===== src/rtl/pix2pci_pkg.sv =====
package pix2pci_pkg;
  typedef enum logic [1:0] {
    TGT_IDLE = 2'd0,
    TGT_DATA = 2'd1,
    TGT_TURN = 2'd2
  } tgt_state_e;
endpackage


===== src/rtl/pix2pci_sync.sv =====
module pix2pci_sync #(
  parameter int STAGES = 2,
  parameter int W      = 10
) (
  input  logic         clk_i,
  input  logic         rst_ni,
  input  logic         pclk_i,
  input  logic         lv_i,
  input  logic [W-1:0] pix_i,
  output logic         fall_o,
  output logic         rise_o,
  output logic         lv_o,
  output logic [W-1:0] pix_o
);
  localparam int VW = W + 2;

  // pixel clock, line valid and data travel together so they stay aligned
  logic [STAGES-1:0][VW-1:0] stage_q;
  logic [VW-1:0]             last;
  logic                      pclk_s;
  logic                      pclk_prev_q;

  always_ff @(posedge clk_i or negedge rst_ni) begin
    if (!rst_ni) begin
      stage_q <= '0;
    end else begin
      stage_q[0] <= {pclk_i, lv_i, pix_i};
      for (int s = 1; s < STAGES; s++) stage_q[s] <= stage_q[s-1];
    end
  end

  assign last   = stage_q[STAGES-1];
  assign pclk_s = last[VW-1];
  assign lv_o   = last[W];
  assign pix_o  = last[W-1:0];

  always_ff @(posedge clk_i or negedge rst_ni) begin
    if (!rst_ni) pclk_prev_q <= 1'b0;
    else         pclk_prev_q <= pclk_s;
  end

  assign fall_o = pclk_prev_q & ~pclk_s;
  assign rise_o = ~pclk_prev_q & pclk_s;
endmodule


===== src/rtl/pix2pci_claim.sv =====
module pix2pci_claim
  import pix2pci_pkg::*;
(
  input  logic clk_i,
  input  logic rst_ni,
  input  logic frame_ni,
  input  logic irdy_ni,
  input  logic trdy_i,
  output logic accept_o,
  output logic devsel_no,
  output logic devsel_oe_o
);
  tgt_state_e state_q, state_d;

  always_comb begin
    state_d = state_q;
    unique case (state_q)
      TGT_IDLE: if (!frame_ni) state_d = TGT_DATA;
      TGT_DATA: if (trdy_i && !irdy_ni && frame_ni) state_d = TGT_TURN;
      TGT_TURN: state_d = TGT_IDLE;
      default:  state_d = TGT_IDLE;
    endcase
  end

  always_ff @(posedge clk_i or negedge rst_ni) begin
    if (!rst_ni) state_q <= TGT_IDLE;
    else         state_q <= state_d;
  end

  // beats allowed only while staying in the data phase
  assign accept_o    = (state_q == TGT_DATA) && (state_d == TGT_DATA);
  assign devsel_oe_o = (state_q != TGT_IDLE);
  assign devsel_no   = (state_q != TGT_DATA);

  // a claim only follows FRAME# sampled low
  a_r2_claim_after_frame: assert property (@(posedge clk_i) disable iff (!rst_ni)
    $rose(devsel_oe_o) |-> $past(!frame_ni));
endmodule


===== src/rtl/pix2pci_pacer.sv =====
module pix2pci_pacer #(
  parameter int W = 10
) (
  input  logic         clk_i,
  input  logic         rst_ni,
  input  logic         accept_i,
  input  logic         fall_i,
  input  logic         rise_i,
  input  logic         lv_i,
  input  logic [W-1:0] pix_i,
  input  logic         irdy_ni,
  output logic         trdy_o,
  output logic         ad_oe_o,
  output logic [W-1:0] pix_o
);
  logic         trdy_q, trdy_d;
  logic         ad_oe_q;
  logic [W-1:0] pix_q;

  always_comb begin
    trdy_d = trdy_q;
    if (!accept_i || !lv_i)            trdy_d = 1'b0;
    else if (fall_i)                   trdy_d = 1'b1;
    else if (rise_i || (trdy_q && !irdy_ni)) trdy_d = 1'b0;
  end

  always_ff @(posedge clk_i or negedge rst_ni) begin
    if (!rst_ni) begin
      trdy_q  <= 1'b0;
      ad_oe_q <= 1'b0;
      pix_q   <= '0;
    end else begin
      trdy_q  <= trdy_d;
      ad_oe_q <= accept_i && lv_i;
      if (accept_i && lv_i && fall_i) pix_q <= pix_i;
    end
  end

  assign trdy_o  = trdy_q;
  assign ad_oe_o = ad_oe_q;
  assign pix_o   = pix_q;

  a_r4_trdy_after_fall: assert property (@(posedge clk_i) disable iff (!rst_ni)
    $rose(trdy_q) |-> $past(fall_i && lv_i && accept_i));
  a_r3_no_trdy_without_lv: assert property (@(posedge clk_i) disable iff (!rst_ni)
    !lv_i |=> !trdy_q);
  a_r6_rise_releases: assert property (@(posedge clk_i) disable iff (!rst_ni)
    rise_i |=> !trdy_q);
endmodule


===== src/rtl/pix2pci_target.sv =====
module pix2pci_target #(
  parameter int PIX_W       = 10,
  parameter int AD_W        = 32,
  parameter int SYNC_STAGES = 2
) (
  input  logic             clk_i,
  input  logic             rst_ni,
  input  logic             frame_ni,
  input  logic             irdy_ni,
  input  logic             pclk_i,
  input  logic             line_valid_i,
  input  logic [PIX_W-1:0] pix_i,
  output logic             devsel_no,
  output logic             devsel_oe_o,
  output logic             trdy_no,
  output logic             trdy_oe_o,
  output logic [AD_W-1:0]  ad_o,
  output logic             ad_oe_o
);
  localparam int PAD_W = AD_W - PIX_W;

  logic             fall, rise, lv_s, accept, trdy;
  logic [PIX_W-1:0] pix_s, pix_q;

  pix2pci_sync #(.STAGES(SYNC_STAGES), .W(PIX_W)) u_sync (
    .clk_i (clk_i), .rst_ni(rst_ni), .pclk_i(pclk_i), .lv_i(line_valid_i),
    .pix_i (pix_i), .fall_o(fall), .rise_o(rise), .lv_o(lv_s), .pix_o(pix_s)
  );

  pix2pci_claim u_claim (
    .clk_i (clk_i), .rst_ni(rst_ni), .frame_ni(frame_ni), .irdy_ni(irdy_ni),
    .trdy_i(trdy), .accept_o(accept), .devsel_no(devsel_no), .devsel_oe_o(devsel_oe_o)
  );

  pix2pci_pacer #(.W(PIX_W)) u_pacer (
    .clk_i (clk_i), .rst_ni(rst_ni), .accept_i(accept), .fall_i(fall), .rise_i(rise),
    .lv_i  (lv_s), .pix_i(pix_s), .irdy_ni(irdy_ni), .trdy_o(trdy),
    .ad_oe_o(ad_oe_o), .pix_o(pix_q)
  );

  assign trdy_no   = ~trdy;
  assign trdy_oe_o = devsel_oe_o;

  generate
    if (PAD_W > 0) begin : g_pad
      assign ad_o = {{PAD_W{1'b0}}, pix_q};
    end else begin : g_fit
      assign ad_o = pix_q[AD_W-1:0];
    end
  endgenerate

  a_r8_trdy_has_data: assert property (@(posedge clk_i) disable iff (!rst_ni)
    (trdy_oe_o && !trdy_no) |-> (ad_oe_o && !devsel_no));
  a_r9_turnaround: assert property (@(posedge clk_i) disable iff (!rst_ni)
    (trdy_oe_o && !trdy_no && !irdy_ni && frame_ni) |=> (devsel_oe_o && devsel_no && trdy_no));
  a_r9_float: assert property (@(posedge clk_i) disable iff (!rst_ni)
    (devsel_oe_o && devsel_no) |=> (!devsel_oe_o && !trdy_oe_o));
endmodule


===== config.mk =====
export PLATFORM = sky130hd
export DESIGN_NAME = pix2pci_target
export DESIGN_NICKNAME = d
export VERILOG_FILES = /design/src/rtl/pix2pci_pkg.sv /design/src/rtl/pix2pci_sync.sv /design/src/rtl/pix2pci_claim.sv /design/src/rtl/pix2pci_pacer.sv /design/src/rtl/pix2pci_target.sv
export SDC_FILE = /design/constraint.sdc
export NUM_CORES = 1
export LEC_CHECK = 0
export BUFFER_PORTS_ARGS = -buffer_cell sky130_fd_sc_hd__buf_2
export CORE_MARGIN = 3
export CORE_UTILIZATION = 47
export DETAILED_ROUTE_END_ITERATION = 8
export GPL_TIMING_DRIVEN = 0
export HOLD_SLACK_MARGIN = 0.15
export PLACE_DENSITY = 0.87
export SLEW_MARGIN = 20
export SYNTH_ARGS = -nofsm -noshare
export SYNTH_HDL_FRONTEND = slang
export SYNTH_SLANG_ARGS = --single-unit

===== constraint.sdc =====
create_clock -name clk_i -period 1.6 [get_ports clk_i]
set_input_delay 0.16 -clock clk_i [delete_from_list [all_inputs] [get_ports clk_i]]
set_output_delay 0.16 -clock clk_i [all_outputs]
set_load 0.01 [all_outputs]

# ---- Word level (Yosys, flattened, before mapping)
# Index checks and enable logic that the tools add are counted.
dict set report word_totals {
  register_bits 39
  inputBits 16
  output_inout_bits 37
  elab_cells 34
}
dict set report op_classes {
  n_eq_ne 3
  muxes 6
  bitwise 5
  reduce_logical 13
}
# cell count
set op_table {}
lappend op_table {{1-bit logical AND} 5}
lappend op_table {{2-bit by 1-bit equality test with 1-bit output, second input constant} 2}
lappend op_table {{2-bit 2-to-1 mux} 2}
lappend op_table {{2-bit case mux with 2 select lines} 1}
lappend op_table {{1-bit zero test} 3}
lappend op_table {{1-bit 2-to-1 mux} 3}
lappend op_table {{1-bit inverter} 3}
lappend op_table {{3-bit nonzero test} 1}
lappend op_table {{1-bit AND} 2}
lappend op_table {{2-bit zero test} 1}
lappend op_table {{1-bit logical OR} 2}
lappend op_table {{2-bit by 1-bit != test with 1-bit output, second input constant} 1}
lappend op_table {{2-bit nonzero test} 1}

# ---- Depth between registers and ports, before layout
dict set report logic_depth {
  word_depth 10
  depth_mapped 4
  depth_no_buf 3
}

# ---- Modules after synthesis
# From an unflattened synthesis, not the netlist that was laid out.
dict set report unflattened {
  cells_unflattened 96
  area_unflattened_um2 1453.9
}
# module n_inst cells_each area_per_inst_um2
set modules_own_cells {}
lappend modules_own_cells {pix2pci_sync 1 37 715.7}
lappend modules_own_cells {pix2pci_pacer 1 26 452.9}
lappend modules_own_cells {pix2pci_target 1 25 180.2}
lappend modules_own_cells {pix2pci_claim 1 8 105.1}

# ---- Worst setup path before layout
# Ideal clock, no wire load.
dict set report synth_path {
  kind {reg-to-reg}
  startpoint {register u_sync.stage_q (netlist bit u_sync.last[11])}
  endpoint {register u_pacer.pix_q[0], in the netlist u_pacer.pix_o[0]}
  setup_ns 0.125
  arrival_ns 1.110
  required_time_ns 1.475
  slack_ns 0.365
  stages_incl_launch_ff 5
  path_cell_list {dfrtp_1 and2b_1 nand3b_4 buf_6 mux2_4}
}
dict set report synth_between {
  elab_chain_cells 3
}
# item line_no
set synth_lines {}
lappend synth_lines {{start: declaration} pix2pci_sync.sv:18} ;# logic [STAGES-1:0][VW-1:0] stage_q;
lappend synth_lines {{1-bit inverter} pix2pci_sync.sv:42} ;# assign fall_o = pclk_prev_q & ~pclk_s;
lappend synth_lines {{1-bit AND} pix2pci_sync.sv:42}
lappend synth_lines {{1-bit logical AND} pix2pci_pacer.sv:35} ;# if (accept_i && lv_i && fall_i) pix_q <= pix_i;
lappend synth_lines {{end signal: assignment} pix2pci_pacer.sv:35}
lappend synth_lines {{end: declaration} pix2pci_pacer.sv:18} ;# logic [W-1:0] pix_q;
# Every way passes these cells.
# A chain may end at the register's enable or synchronous reset.

# ---- Worst setup path after layout
dict set report layout_path {
  startpoint {register u_claim.state_q[0]}
  endpoint {output trdy_oe_o}
}
dict set report layout_between {
  elab_chain_cells 1
}
# item line_no
set layout_lines {}
lappend layout_lines {{start: declaration} pix2pci_claim.sv:13} ;# tgt_state_e state_q, state_d;
lappend layout_lines {{start signal: assignment} pix2pci_claim.sv:27} ;# else state_q <= state_d;
lappend layout_lines {{2-bit nonzero test} pix2pci_claim.sv:32} ;# assign devsel_oe_o = (state_q != TGT_IDLE);
lappend layout_lines {{end: declaration} pix2pci_target.sv:16} ;# output logic trdy_oe_o,
# Every way passes these cells.

==> metrics.md <==
| Metric | Value |
|---|---|
| Via/cell ratio | 4.13 |
| Compound-cell area share of the yosys netlist | 1.31% |
| Worst Setup Slack, final | 0.0879 ns |
| Max-Cap Viols | 0 |
| Maximum VDD drop | 0.450 mV |
| Yosys warning count | 0 |
| WHS Path Cells | 3 |
| Fillers | 195 |
| Hold crit path type | input pin to flop |
| Root Buffer | clkbuf_4 |
| CP Launch Type | flop |
| Total CTS buffers | 5 |
| Synthesized cell area | 0.00143 mm2 |
| Num ports | 53 |
| Reg2Reg Capture Point | u_pacer.pix_o[6] |
| Final setup vio count | 0 |
| Worst Hold Launch | irdy_ni |
| RSZ-0062 raised after global routing | no |
| Synth Area in XOR/XNOR | 0% |
| Antenna violations before repair | 0 |
| Net Sw Frac | 26.0% |
| P&R area growth vs syn | 32.9% |
| Fmax | 661 MHz |
| Routability cong. | 0.683 |
| Detail Route Antenna Nets | 0 |
| Largest cells by area after synthesis | dfrtp_1, buf_4, mux2_4, nand3b_4, and2b_1 |
| Seq. cell area | 976 um2 |
| Register area share after synthesis | 68.2% |
| Reg clk slew, reported paths | 0.11 ns |
| Avg Cell Area, Syn | 16.1 um2 |
| Clock sinks | 39 |
| Largest family of logic cells by synthesized area | buffers and inverters |
| Starting Density | 50.6% |
| Slew Viols, Final | 0 |
| Combinational Power Share | 18.4% |
| Layout cells sized above 1 | 46.3% |
| Int Pwr | 1.48 mW |
| Final min period | 1.51 ns |
| Wirelength per Cell | 11.3 um |
| Die Wd | 61.2 um |
| NumNets Final | 177 |
| Sequential power share | 56.7% |
| Yosys reg bits | 39 |
| Die Ht | 61.2 um |
| DRT iter0 DRCs | 25 |
| Simple-Gate Fraction of Synth Area | 6.56% |
| Top cell type's share of synthesized area | 68.2% |
| CTS tree | built |
| Routed vias | 798 |
| Worst-case reg-to-reg path depth | 4 |
| Slew HR | 47.2% |
| CORE AREA | 0.00283 mm2 |
| Drt drc | 0 |
| Leading area contributor after synthesis | dfrtp_1 |
| Number of global-route vias before repair | 769 |
| # port buffers | 30 |
| WHS | 0.180 ns |
| Worst setup EP type | primary output |
| Net switching power | 518 uW |
| GRT Residual Overflow | 0 |
| Worst-path fanout max | 4 |
| Hold worst-path end | u_claim.state_q[0] |
| HPWL after DPL | 1.56 mm |
| Cells after Synth | 89 |
| Fin. Hold Viols | 0 |
| All-layer global routing usage | 13.0% |
| Status | complete, no violations |
| Final Cycle Share | 94.5% |
| Static leakage | 1.01 nW |
| Largest net degree at the start of global routing | 40 |
| Row Count | 19 |
| Clock Latency Late Sink | 0.34 ns |
| Worst EP required | 1.44 ns |
| Diode count | 0 |
| TNS Setup | 0 ns |
| Critical Path AT | 1.35 ns |
| Reg-to-reg slack, setup | 0.29 ns |
| First-pass GRT wire length | 3.34 mm |
| Mux cell area share after synthesis | 10.5% |
| Total Wirelength | 2.19 mm |
| Library cells used by synthesis | 17 |
| Least-Margin Pin Slew | 0.791 ns |
| Reg-to-reg startpoint | u_pacer.trdy_o |
| Pwr dens | 1050 mW/mm2 |
| TritonRoute pass-1 iters | 4 |
| Critical path class | flop to primary output |
| Overall power | 1.99 mW |
| Clk pwr share | 25.0% |
| Clk_skew | 0.0185 ns |
| Multi-input gate area | 345 um2 |
| H-tree depth | 2 |
| Adder-Cell Fraction of Synth Area | 0% |
| CTS max path bufs | 2 |
| Die area | 0.00374 mm2 |
| Setup WS pre-CTS | 0.285 ns |
## cells in the final DEF (no fill, tap or decap), drive strengths merged
cell type	instances
or2b	1
nand2b	1
nand2	1
mux2	10
clkinvlp	1
o21ai	1
or2	1
inv	1
clkinv	2
dlygate4sd3	14
a32oi	1
and2b	2
dfrtp	39
buf	54
nand3b	3
nor2	2
conb	22
a21oi	1
clkbuf	5
## timing repair
action | CTS | global route
resized for setup | 0 | 0
buffers inserted | 0 | 0
hold buffers | 14 | 0
hold endpoints to repair | 52 | 0
## kinds of logic after synthesis
group           count (synthesis)
mux                            10
flops                          39
simple gates                   11
compound gates                  3
other cells                     1
buf+inv                        25
## metal layers
metal	share of wire, %	wire (um)	GRT usage (%)	vias up
met3	7.0	154	5.45	2
li1	-	-	-	387
met2	53	1160	23.0	44
met5	0	0	0	-
met4	1.5	32	6.50	0
met1	38	840	13.0	365
## final cells by class
| class | count | area share [%] |
|---|---|---|
| Inverter | 1 | 0.197 |
| Clock inverter | 3 | 1.32 |
| Tap cell | 31 | 2.04 |
| Timing Repair Buffer | 44 | 15.3 |
| Clock buffer | 5 | 1.97 |
| Sequential cell | 39 | 51.3 |
| Multi-Input combinational cell | 46 | 18.2 |
| Buffer | 24 | 9.68 |
## flip-flops by register name, summed over array words and instances (netlist names)
signal	count
u_pacer.pix_o	10
u_sync.last	12
u_claim.state_q	2
u_sync.pclk_prev_q	1
u_pacer.ad_oe_o	1
u_pacer.trdy_o	1
u_sync.stage_q	12
## critical path, cell delays in order (launching register included)
cell and delay (ns):
dfrtp_1 0.45, or2_2 0.32, buf_4 0.13, buf_2 0.13
## worst max-delay path by stage
stage / from / endpoint / slack [ns] / cells past startpoint
floorplan: u_sync.last[11] / u_pacer.pix_o[0] / 0.37 / 4
global placement: u_claim.state_q[1] / u_pacer.pix_o[3] / 0.33 / 4
detailed placement: u_sync.last[11] / u_pacer.pix_o[2] / 0.28 / 4
CTS: u_claim.state_q[0] / trdy_oe_o / 0.07 / 3
global route: u_claim.state_q[0] / trdy_oe_o / 0.01 / 3
finish: u_claim.state_q[0] / trdy_oe_o / 0.09 / 3
## metrics by stage
step           cell area (um2)  cells  util, %
3_3_place_gp              1700    171     60.0
3_5_place_dp              1700    171     60.0
2_1_floorplan             1510    110        -
6_report                  1900    193     67.2
4_1_cts                   1900    193     67.2
5_1_grt                   1900    193     67.2
## power by group through the flow
stage,sequential (mW),clock (mW),combinational (mW)
2_1_floorplan,1.18,0,0.189
3_3_place_gp,1.14,0,0.332
3_5_place_dp,1.15,0,0.341
4_1_cts,1.13,0.511,0.368
5_1_grt,1.14,0.560,0.399
6_report,1.13,0.498,0.366
## synthesized netlist by cell type
cell type,number
buf_6,1
nand2b_1,1
or2b_1,1
a32oi_1,1
or2_2,1
inv_1,1
nor2_1,2
a21oi_1,1
nand2_1,1
dfrtp_1,39
nand3b_1,1
buf_4,23
o21ai_0,1
and2b_1,2
conb_1,1
nand3b_4,2
mux2_4,10
No activity file was read; power rests on OpenSTA's default activity.
